**src/rtl/tmr2_pkg.sv**
```systemverilog
package tmr2_pkg;

  typedef enum logic [1:0] {
    MODE_CAPTURE = 2'd0,
    MODE_RELOAD  = 2'd1,
    MODE_BAUD    = 2'd2
  } tmrMode_e;

  // Per-cycle commands from control to datapath
  typedef struct packed {
    logic step;     // count one
    logic down;     // direction of step
    logic loadRld;  // counter <= reload value
    logic loadMax;  // counter <= all ones
    logic capture;  // reload register <= counter
    logic setOvf;
    logic setExt;
    logic togExt;
    logic tick;     // baud rollover
  } tmrStrobe_t;

endpackage

```
**src/rtl/tmr2_edge.sv**
```systemverilog
module tmr2_edge (
  input  logic clk,
  input  logic rstN,
  input  logic smpEn,
  input  logic pin,
  output logic fall
);
  logic prevQ;

  always_ff @(posedge clk) begin
    if (!rstN)      prevQ <= 1'b0;
    else if (smpEn) prevQ <= pin;
  end

  // previous sample high, current sample low
  assign fall = smpEn & prevQ & ~pin;
endmodule

```
**src/rtl/tmr2_ctrl.sv**
```systemverilog
module tmr2_ctrl
  import tmr2_pkg::*;
#(
  parameter int W = 16
) (
  input  logic         clk,
  input  logic         rstN,
  input  logic         mcEn,
  input  logic         stEn,
  input  logic         cntPin,
  input  logic         trigPin,
  input  logic         runEn,
  input  logic         ctrSel,
  input  logic         capSel,
  input  logic         extEn,
  input  logic         downEn,
  input  logic         txClkSel,
  input  logic         rxClkSel,
  input  logic [W-1:0] cntVal,
  input  logic [W-1:0] rldVal,
  output tmrStrobe_t   strb,
  output logic         extIrqOff
);
  localparam logic [W-1:0] MAXV = {W{1'b1}};
  localparam int NPIN = 2;

  logic [NPIN-1:0] pinIn;
  logic [NPIN-1:0] pinFall;
  assign pinIn = {trigPin, cntPin};

  genvar gi;
  generate
    for (gi = 0; gi < NPIN; gi++) begin : g_edge
      tmr2_edge u_edge (
        .clk  (clk),
        .rstN (rstN),
        .smpEn(mcEn),
        .pin  (pinIn[gi]),
        .fall (pinFall[gi])
      );
    end
  endgenerate

  logic     cntFall, trigFall;
  tmrMode_e mode;
  logic     upDownOn, countDown, stepEn, atMax, atRld;

  assign cntFall  = pinFall[0];
  assign trigFall = pinFall[1];

  always_comb begin
    if (txClkSel || rxClkSel) mode = MODE_BAUD;
    else if (capSel)          mode = MODE_CAPTURE;
    else                      mode = MODE_RELOAD;
  end

  assign upDownOn  = (mode == MODE_RELOAD) && downEn;
  assign countDown = upDownOn && !trigPin;
  assign stepEn    = runEn && (ctrSel ? cntFall
                                      : ((mode == MODE_BAUD) ? stEn : mcEn));
  assign atMax     = (cntVal == MAXV);
  assign atRld     = (cntVal == rldVal);
  assign extIrqOff = upDownOn;

  always_comb begin
    strb      = '0;
    strb.step = stepEn;
    strb.down = countDown;
    unique case (mode)
      MODE_CAPTURE: begin
        if (stepEn && atMax) strb.setOvf = 1'b1;
        if (extEn && trigFall) begin
          strb.capture = 1'b1;
          strb.setExt  = 1'b1;
        end
      end
      MODE_RELOAD: begin
        if (upDownOn) begin
          if (stepEn && countDown && atRld) begin
            strb.loadMax = 1'b1;
            strb.setOvf  = 1'b1;
            strb.togExt  = 1'b1;
          end else if (stepEn && !countDown && atMax) begin
            strb.loadRld = 1'b1;
            strb.setOvf  = 1'b1;
            strb.togExt  = 1'b1;
          end
        end else begin
          if (stepEn && atMax) begin
            strb.loadRld = 1'b1;
            strb.setOvf  = 1'b1;
          end
          if (extEn && trigFall) begin
            strb.loadRld = 1'b1;
            strb.setExt  = 1'b1;
          end
        end
      end
      MODE_BAUD: begin
        if (stepEn && atMax) begin
          strb.loadRld = 1'b1;
          strb.tick    = 1'b1;
        end
        if (extEn && trigFall) strb.setExt = 1'b1;
      end
      default: strb = '0;
    endcase
  end

  // trigger edges never move the count while counting both ways
  AST_UPDOWN_NO_TRIG_RELOAD: assert property (@(posedge clk) disable iff (!rstN)
    (upDownOn && !stepEn) |-> (!strb.loadRld && !strb.setExt));
endmodule

```
**src/rtl/tmr2_datapath.sv**
```systemverilog
module tmr2_datapath
  import tmr2_pkg::*;
#(
  parameter int W = 16
) (
  input  logic         clk,
  input  logic         rstN,
  input  tmrStrobe_t   strb,
  input  logic         cntWrEn,
  input  logic [W-1:0] cntWrData,
  input  logic         rldWrEn,
  input  logic [W-1:0] rldWrData,
  input  logic         ovfClr,
  input  logic         extClr,
  output logic [W-1:0] cntVal,
  output logic [W-1:0] rldVal,
  output logic         ovfFlag,
  output logic         extFlag,
  output logic         baudTick
);
  localparam logic [W-1:0] MAXV = {W{1'b1}};
  localparam logic [W-1:0] ONE  = {{(W-1){1'b0}}, 1'b1};

  logic [W-1:0] cntNext;

  always_comb begin
    cntNext = cntVal;
    if (cntWrEn)           cntNext = cntWrData;
    else if (strb.loadMax) cntNext = MAXV;
    else if (strb.loadRld) cntNext = rldVal;
    else if (strb.step)    cntNext = strb.down ? (cntVal - ONE) : (cntVal + ONE);
  end

  always_ff @(posedge clk) begin
    if (!rstN) begin
      cntVal   <= '0;
      rldVal   <= '0;
      ovfFlag  <= 1'b0;
      extFlag  <= 1'b0;
      baudTick <= 1'b0;
    end else begin
      cntVal   <= cntNext;
      baudTick <= strb.tick;
      if (rldWrEn)           rldVal <= rldWrData;
      else if (strb.capture) rldVal <= cntVal;
      if (strb.setOvf)       ovfFlag <= 1'b1;
      else if (ovfClr)       ovfFlag <= 1'b0;
      if (strb.setExt)       extFlag <= 1'b1;
      else if (strb.togExt)  extFlag <= ~extFlag;
      else if (extClr)       extFlag <= 1'b0;
    end
  end

  AST_OVF_STICKY: assert property (@(posedge clk) disable iff (!rstN)
    (ovfFlag && !ovfClr) |=> ovfFlag);
  AST_CNT_WRITE_WINS: assert property (@(posedge clk) disable iff (!rstN)
    cntWrEn |=> (cntVal == $past(cntWrData)));
  AST_CAPTURE_COPY: assert property (@(posedge clk) disable iff (!rstN)
    (strb.capture && !rldWrEn) |=> (rldVal == $past(cntVal)));
endmodule

```
**src/rtl/capreload_timer.sv**
```systemverilog
module capreload_timer
  import tmr2_pkg::*;
#(
  parameter int W = 16
) (
  input  logic         clk,
  input  logic         rstN,
  input  logic         mcEn,
  input  logic         stEn,
  input  logic         cntPin,
  input  logic         trigPin,
  input  logic         runEn,
  input  logic         ctrSel,
  input  logic         capSel,
  input  logic         extEn,
  input  logic         downEn,
  input  logic         txClkSel,
  input  logic         rxClkSel,
  input  logic         cntWrEn,
  input  logic [W-1:0] cntWrData,
  input  logic         rldWrEn,
  input  logic [W-1:0] rldWrData,
  input  logic         ovfClr,
  input  logic         extClr,
  output logic [W-1:0] cntVal,
  output logic [W-1:0] rldVal,
  output logic         ovfFlag,
  output logic         extFlag,
  output logic         irq,
  output logic         baudTick
);
  tmrStrobe_t strb;
  logic       extIrqOff;

  tmr2_ctrl #(.W(W)) u_ctrl (
    .clk(clk), .rstN(rstN), .mcEn(mcEn), .stEn(stEn),
    .cntPin(cntPin), .trigPin(trigPin), .runEn(runEn), .ctrSel(ctrSel),
    .capSel(capSel), .extEn(extEn), .downEn(downEn),
    .txClkSel(txClkSel), .rxClkSel(rxClkSel),
    .cntVal(cntVal), .rldVal(rldVal),
    .strb(strb), .extIrqOff(extIrqOff)
  );

  tmr2_datapath #(.W(W)) u_dp (
    .clk(clk), .rstN(rstN), .strb(strb),
    .cntWrEn(cntWrEn), .cntWrData(cntWrData),
    .rldWrEn(rldWrEn), .rldWrData(rldWrData),
    .ovfClr(ovfClr), .extClr(extClr),
    .cntVal(cntVal), .rldVal(rldVal),
    .ovfFlag(ovfFlag), .extFlag(extFlag), .baudTick(baudTick)
  );

  assign irq = ovfFlag | (extFlag & ~extIrqOff);

  AST_BAUD_NO_OVF: assert property (@(posedge clk) disable iff (!rstN)
    ((txClkSel || rxClkSel) && !ovfFlag) |=> !ovfFlag);
  AST_RUN_HOLD: assert property (@(posedge clk) disable iff (!rstN)
    (!runEn && !cntWrEn && !extEn) |=> $stable(cntVal));
endmodule

```
**config.mk**
```make
export PLATFORM = sky130hd
export DESIGN_NAME = capreload_timer
export DESIGN_NICKNAME = d
export VERILOG_FILES = /design/src/rtl/tmr2_pkg.sv /design/src/rtl/tmr2_edge.sv /design/src/rtl/tmr2_ctrl.sv /design/src/rtl/tmr2_datapath.sv /design/src/rtl/capreload_timer.sv
export SDC_FILE = /design/constraint.sdc
export NUM_CORES = 1
export LEC_CHECK = 0
export BUFFER_PORTS_ARGS = -buffer_cell sky130_fd_sc_hd__buf_2
export CORE_MARGIN = 4
export CORE_UTILIZATION = 47
export DETAILED_ROUTE_END_ITERATION = 16
export GPL_TIMING_DRIVEN = 0
export PLACE_DENSITY = 0.77
export SLEW_MARGIN = 10
export SYNTH_ARGS = -nofsm -noshare
export SYNTH_HDL_FRONTEND = slang
export SYNTH_SLANG_ARGS = --single-unit
```
**constraint.sdc**
```tcl
create_clock -name clk -period 2.5 [get_ports clk]
set_input_delay 0.5 -clock clk [delete_from_list [all_inputs] [get_ports clk]]
set_output_delay 0.5 -clock clk [all_outputs]
set_load 0.01 [all_outputs]
```
==> results of run 1 <==
placed cells by master, fill, tap and decap left out, types with 13 or more instances in the layout:
cell type,Yosys,final
buf_2,8,88
buf_4,0,13
a21oi_1,37,37
nor2_1,49,48
xnor2_1,24,23
inv_1,20,19
nand2_1,14,13
dfxtp_1,37,37
nand4_1,14,14
mux2i_1,28,28
metal layers:
metal  up-vias  global-route usage [%]  routed length, um
met5         -                       0                  0
met4         0                    8.06                236
met3        31                    5.48                886
met2       204                    41.2               4510
met1      1525                    33.6               4010
li1       1541                       -                  -
flip-flops by register name, summed over array words and instances, names as in the netlist:
signal,cells
u_dp.cntVal,16
u_dp.rldVal,16
u_ctrl.g_edge.u_edge.prevQ,2
u_dp.baudTick,1
u_dp.extFlag,1
u_dp.ovfFlag,1
cell type report:
| cell class | instances | area (um^2) |
|---|---|---|
| Buffer | 26 | 123 |
| Clock buffer | 6 | 82.6 |
| Clock inverter | 2 | 37.5 |
| Fill cell | 541 | 2240 |
| Inverter | 20 | 75.1 |
| Multi-Input combinational cell | 283 | 1960 |
| Sequential cell | 37 | 741 |
| Tap cell | 75 | 93.8 |
| Timing Repair Buffer | 96 | 529 |
worst min-delay path by stage:
stage / to / slack (ns) / cells after the start
3_3_place_gp: u_ctrl.g_edge[1].u_edge.prevQ / 0.47 / 2
2_1_floorplan: u_ctrl.g_edge[1].u_edge.prevQ / 0.45 / 2
6_report: u_dp.rldVal[14] / 0.43 / 3
5_1_grt: u_dp.rldVal[7] / 0.43 / 3
4_1_cts: u_dp.rldVal[14] / 0.43 / 3
3_5_place_dp: u_ctrl.g_edge[1].u_edge.prevQ / 0.48 / 2
report_power, final:
group | switching, W | leakage (nW) | internal [W]
registers | 0.0000485 | 0.305 | 0.000628
logic | 0.000265 | 1.34 | 0.000184
clock network | 0.000235 | 0.0574 | 0.000325
total | 0.000549 | 1.70 | 0.00114
cell families after synthesis:
group | count (synthesis) | synth area share, %
flip-flops | 37 | 26.1
AO/OA/AOI/OAI | 94 | 22.2
XOR/XNOR | 28 | 8.63
buffers and inverters | 49 | 7.09
AND/OR/NAND/NOR | 131 | 25.2
multiplexers | 29 | 10.3
adder cells (fa/ha/maj) | 1 | 0.440
worst register-to-register path: stages (launching register included):
cell	delay, ns
dfxtp_1	0.33
buf_2	0.23
nand4_1	0.21
nor4_2	0.27
nor4b_4	0.29
a21boi_4	0.32
nor2_2	0.08
buf_6	0.17
mux2i_1	0.13
a21oi_1	0.28
what timing repair did:
item | in CTS | in global routing
gates resized for setup | 3 | 18
pin swaps | 2 | 7
endpoints found under the setup margin | 6 | 16
setup buffers | 2 | 11
per-stage QoR:
step	hold WS (ns)	TNS, ns	cell area [um^2]	std cells
2_1_floorplan	0.453	0	2860	369
3_3_place_gp	0.471	-3.02	3370	527
3_5_place_dp	0.480	-3.56	3370	527
4_1_cts	0.427	0	3510	537
5_1_grt	0.433	-0.161	3650	545
6_report	0.430	0	3650	545
==> metrics.txt, run 1 <==
status complete, no violations; die area approximately 7400 um^2; Final WS setup between 0.02 and 0.025 ns; nets@finish roughly 520; maximum clock rate approximately 400 MHz; Post-synth EDFFs 0; Top FF cell, synth dfxtp_1; CP Max Fanout 6; ANT nets after route 0; WL/cell 17.7 um; Slew HR a little under three fifths; total congestion overflow 0; VDD IR-drop max ~0.00049 V; Worst Hold Launch rldWrData[14]; endpoints failing hold 0; Hold WC Path Type input pin to register; crit-path max cell delay about 0.37 ns; P&R area growth vs syn 28.4%; Ports 85; 1st-pass router iterations 7; Max-Cap Viols 0; CP Launch Point capSel; Mapped Avg Cell Area just under 8 um^2; leakage power 1.70 nW; row cnt 28; Setup CP Type input pin to register; CP Depth 10; max-slew violation count 0; vias in the first global route slightly above 3000; Cell Pwr Density roughly 460 nW/um^2; sequential share of the synthesized area between 20% and 30%; Post-Syn Area 2840 um^2; R2R depth 9; Reg2Reg Setup Slack ~0.080 ns; Tot Pwr between 0.0015 and 0.002 W; delay-heaviest family, CP simple AND/OR/NAND/NOR gates; crit path DAT 2.70 ns; layout cell share with drive strength beyond 1 between 20% and 30%; post-layout util 61.9%; Crit path required time 2.72 ns; worst reg2reg path endpoint u_dp.cntVal[11]; port bufs 83; Tot GR Track Use 25.4%; Max clock buf depth 2; H-tree levels 2; Final Setup Violations 0; Synth top area share 26.1%; vias about 3300; crit path buf inv count 1; Slew @ Worst Pin 0.664 ns; Yosys top cell by area dfxtp_1; DP Worst Slack -0.441 ns; GPL Wtd Cong between 0.9 and 1; RR Startpoint u_dp.cntVal[11]; # clock sinks 37; Worst setup EP type register; Worst setup SP type input pin; clk root buf clkbuf_8; Yosys cell types 58; Slowest cell on crit path nor4b_4; initial antenna violation count 0; CP cell instances buf_8, nor4b_4, nand2_4, xnor2_2, ha_2, or3_4, o41ai_4, xor2_1, mux2i_1, a21oi_1; die width 85.7 um; worst clock skew between 0.007 and 0.008 ns; Hold-fix buffers, CTS 0; pin count of the biggest net entering global routing 13; clk_lat worst skew between 0.2 and 0.3 ns; RSZ-0062 raised after global routing true; detailed router's first-iteration violation count 303; DR vias/cell 6.06; synth warn 0; Worst-path clk slew approximately 0.080 ns; Tcrit/Tclk final between 90 and 100%; Critical Path Sink u_dp.cntVal[4]; count leader, synth nor2_1; Yosys reg bits 37; Post-synth ARST share 0%; most instantiated cells after synthesis nor2_1, a21oi_1, dfxtp_1, mux2i_1, xnor2_1; # diodes 0; effective utilization at floorplan about half; Synth area leaders dfxtp_1, mux2i_1, xnor2_1; die height ~86 um; shortest period the worst path allows roughly 2.5 ns; Syn Inst Count 369; DRC 0; DP HPWL approximately 7200 um; syn_nets between 400 and 500; Routed Wire Length 9640 um; cts bufs inserted 5; global-route wire length before repair between 10000 and 15000 um; CTS tree done; core area ~6000 um^2
Note: power is estimated with default switching activity, not from simulation.
==> inputs of run 2 (changes only) <==
--- a/config.mk
+++ b/config.mk
@@ -6,11 +6,13 @@
 export NUM_CORES = 1
 export LEC_CHECK = 0
 export BUFFER_PORTS_ARGS = -buffer_cell sky130_fd_sc_hd__buf_2
+export CELL_PAD_IN_SITES_DETAIL_PLACEMENT = 0
+export CELL_PAD_IN_SITES_GLOBAL_PLACEMENT = 2
 export CORE_MARGIN = 4
-export CORE_UTILIZATION = 47
+export CORE_UTILIZATION = 26
 export DETAILED_ROUTE_END_ITERATION = 16
 export GPL_TIMING_DRIVEN = 0
-export PLACE_DENSITY = 0.77
+export PLACE_DENSITY_LB_ADDON = 0.1
 export SLEW_MARGIN = 10
 export SYNTH_ARGS = -nofsm -noshare
 export SYNTH_HDL_FRONTEND = slang
==> run 2 against run 1 <==
Compared with the run above:
- combinational power increased by 1%
- critical path type unchanged
- cell count increased by 11%
- largest cell class unchanged
- clock power increased by 5.9%
==> metrics.txt, run 2 (synthesized netlist as in run 1, its figures left out) <==
Ports 85 (unchanged); Final Setup Violations 0 (unchanged); leakage power 1.70 nW (-0.14%); shortest period the worst path allows 2.43 ns (-0.0436 ns); ANT nets after route 0 (unchanged); cts bufs inserted 5 (unchanged); Hold-fix buffers, CTS 0 (unchanged); Tot Pwr 0.00173 W (+2.5%); Crit path required time 2.74 ns (+0.02 ns); Slew HR 50.6% (-4.9 points); crit path DAT 2.67 ns (-0.03 ns); Cell Pwr Density 462 nW/um^2 (about the same); detailed router's first-iteration violation count 231 (-24%); die area 12700 um^2 (+72%); post-layout util 35.7% (-26 points); H-tree levels 2 (unchanged); total congestion overflow 0 (unchanged); pin count of the biggest net entering global routing 13 (unchanged); effective utilization at floorplan 27.1% (-21 points); Worst setup EP type register; die width 113 um (+31%); port bufs 83 (unchanged); VDD IR-drop max 0.000202 V (-59%); Max clock buf depth 2 (unchanged); worst clock skew 0.00785 ns (+0.000749 ns); DP HPWL 8830 um (+23%); Setup CP Type input pin to register; DR vias/cell 5.13 (-15%); most frequent cells in the layout buf_2, nor2_1, a21oi_1, dfxtp_1, mux2i_1; Hold WC Path Type input pin to register; maximum clock rate 411 MHz (+1.8%); 1st-pass router iterations 4 (-3); Routed Wire Length 11300 um (+17%); max-slew violation count 0 (unchanged); most common cell after layout, fill and taps aside buf_2; die height 113 um (+31%); initial antenna violation count 0 (unchanged); row cnt 37 (+32%); core area 10500 um^2 (+78%); status complete, no violations; vias in the first global route 3157 (+4.4%); DRC 0 (unchanged); RSZ-0062 raised after global routing true; clk root buf clkbuf_8; global-route wire length before repair 17500 um (+18%); endpoints failing hold 0 (unchanged); clk_lat worst skew 0.30 ns (about the same); layout cell share with drive strength beyond 1 30.2% (+0.43 points); # clock sinks 37 (unchanged); Tcrit/Tclk final 97.3% (-1.7 points); # diodes 0 (unchanged); nets@finish 519 (unchanged); CTS tree done; Hold Crit Depth 3 (unchanged); Regs by FF count u_dp.cntVal: 16 flops, u_dp.rldVal: 16 flops, u_ctrl.g_edge.u_edge.prevQ: 2 flops; CP Max Fanout 6 (unchanged); R2R depth 8 (-1); Slew @ Worst Pin 0.738 ns (+0.0738 ns); GPL Wtd Cong 0.800 (-15%); P&R area growth vs syn 31.6%; Worst setup SP type input pin; WL/cell 18.6 um (+5.0%); vias 3111 (-5.8%); Max-Cap Viols 0 (unchanged); Worst-path clk slew 0.09 ns (about the same); Tot GR Track Use 17.4% (-8.0 points)
## run 2: layer usage
metal / track usage, % / share of wire, % / vias to the layer above
met5: 0 / 0 / -
met3: 2.86 / 5.0 / 8
li1: - / - / 1548
met2: 27.8 / 46 / 85
met4: 3.04 / 0.82 / 0
met1: 24.8 / 48 / 1470
## run 2: area by class of cell
cell class / instances / area (um^2)
inverter: 20 / 77.6
clock inverter: 2 / 37.5
tap: 136 / 170
fill: 1195 / 6730
timing repair buffer: 96 / 529
sequential: 37 / 741
multi-input combinational: 283 / 1970
buffer: 26 / 125
clock buffer: 6 / 82.6
## run 2: critical path, cell delays in order
cell and delay [ns]:
buf_8 0.10, nor4b_4 0.38, nand2_4 0.14, xnor2_2 0.18, ha_4 0.19, or3_4 0.35
o41ai_4 0.34, xor2_1 0.25, mux2i_1 0.12, a21oi_1 0.12
## run 2: where the power goes
group          switching (W)  internal [W]
Combinational       0.000270      0.000185
Sequential         0.0000523      0.000628
Clock               0.000267      0.000325
Total               0.000589       0.00114
## run 2: what timing repair did
| action | in CTS | in global routing |
|---|---|---|
| pin swaps | 2 | 8 |
| resized for setup | 5 | 18 |
| endpoints found under the setup margin | 7 | 17 |
| cloned | 0 | 0 |
| setup buffers | 3 | 10 |
## run 2: metrics by stage
step / cell area (um^2) / setup TNS, ns / hold slack (ns) / cells / setup slack [ns]
floorplan: 2860 / 0 / 0.453 / 369 / 0.00113
detailed placement: 3450 / -4.22 / 0.487 / 588 / -0.502
global placement: 3450 / -4.46 / 0.471 / 588 / -0.541
global route: 3740 / -0.0181 / 0.419 / 606 / -0.0173
CTS: 3590 / 0 / 0.414 / 598 / 0.00693
finish: 3740 / 0 / 0.420 / 606 / 0.0671
## run 2: path summary, 6_finish.rpt
path,end,from,slack [ns]
setup reg to reg,u_dp.cntVal[4],u_dp.cntVal[1],0.12
setup / recovery,u_dp.cntVal[4],txClkSel,0.07
hold reg to reg,u_ctrl.g_edge[0].u_edge.prevQ,u_ctrl.g_edge[0].u_edge.prevQ,0.51
hold / removal,u_dp.rldVal[14],rldWrData[14],0.42
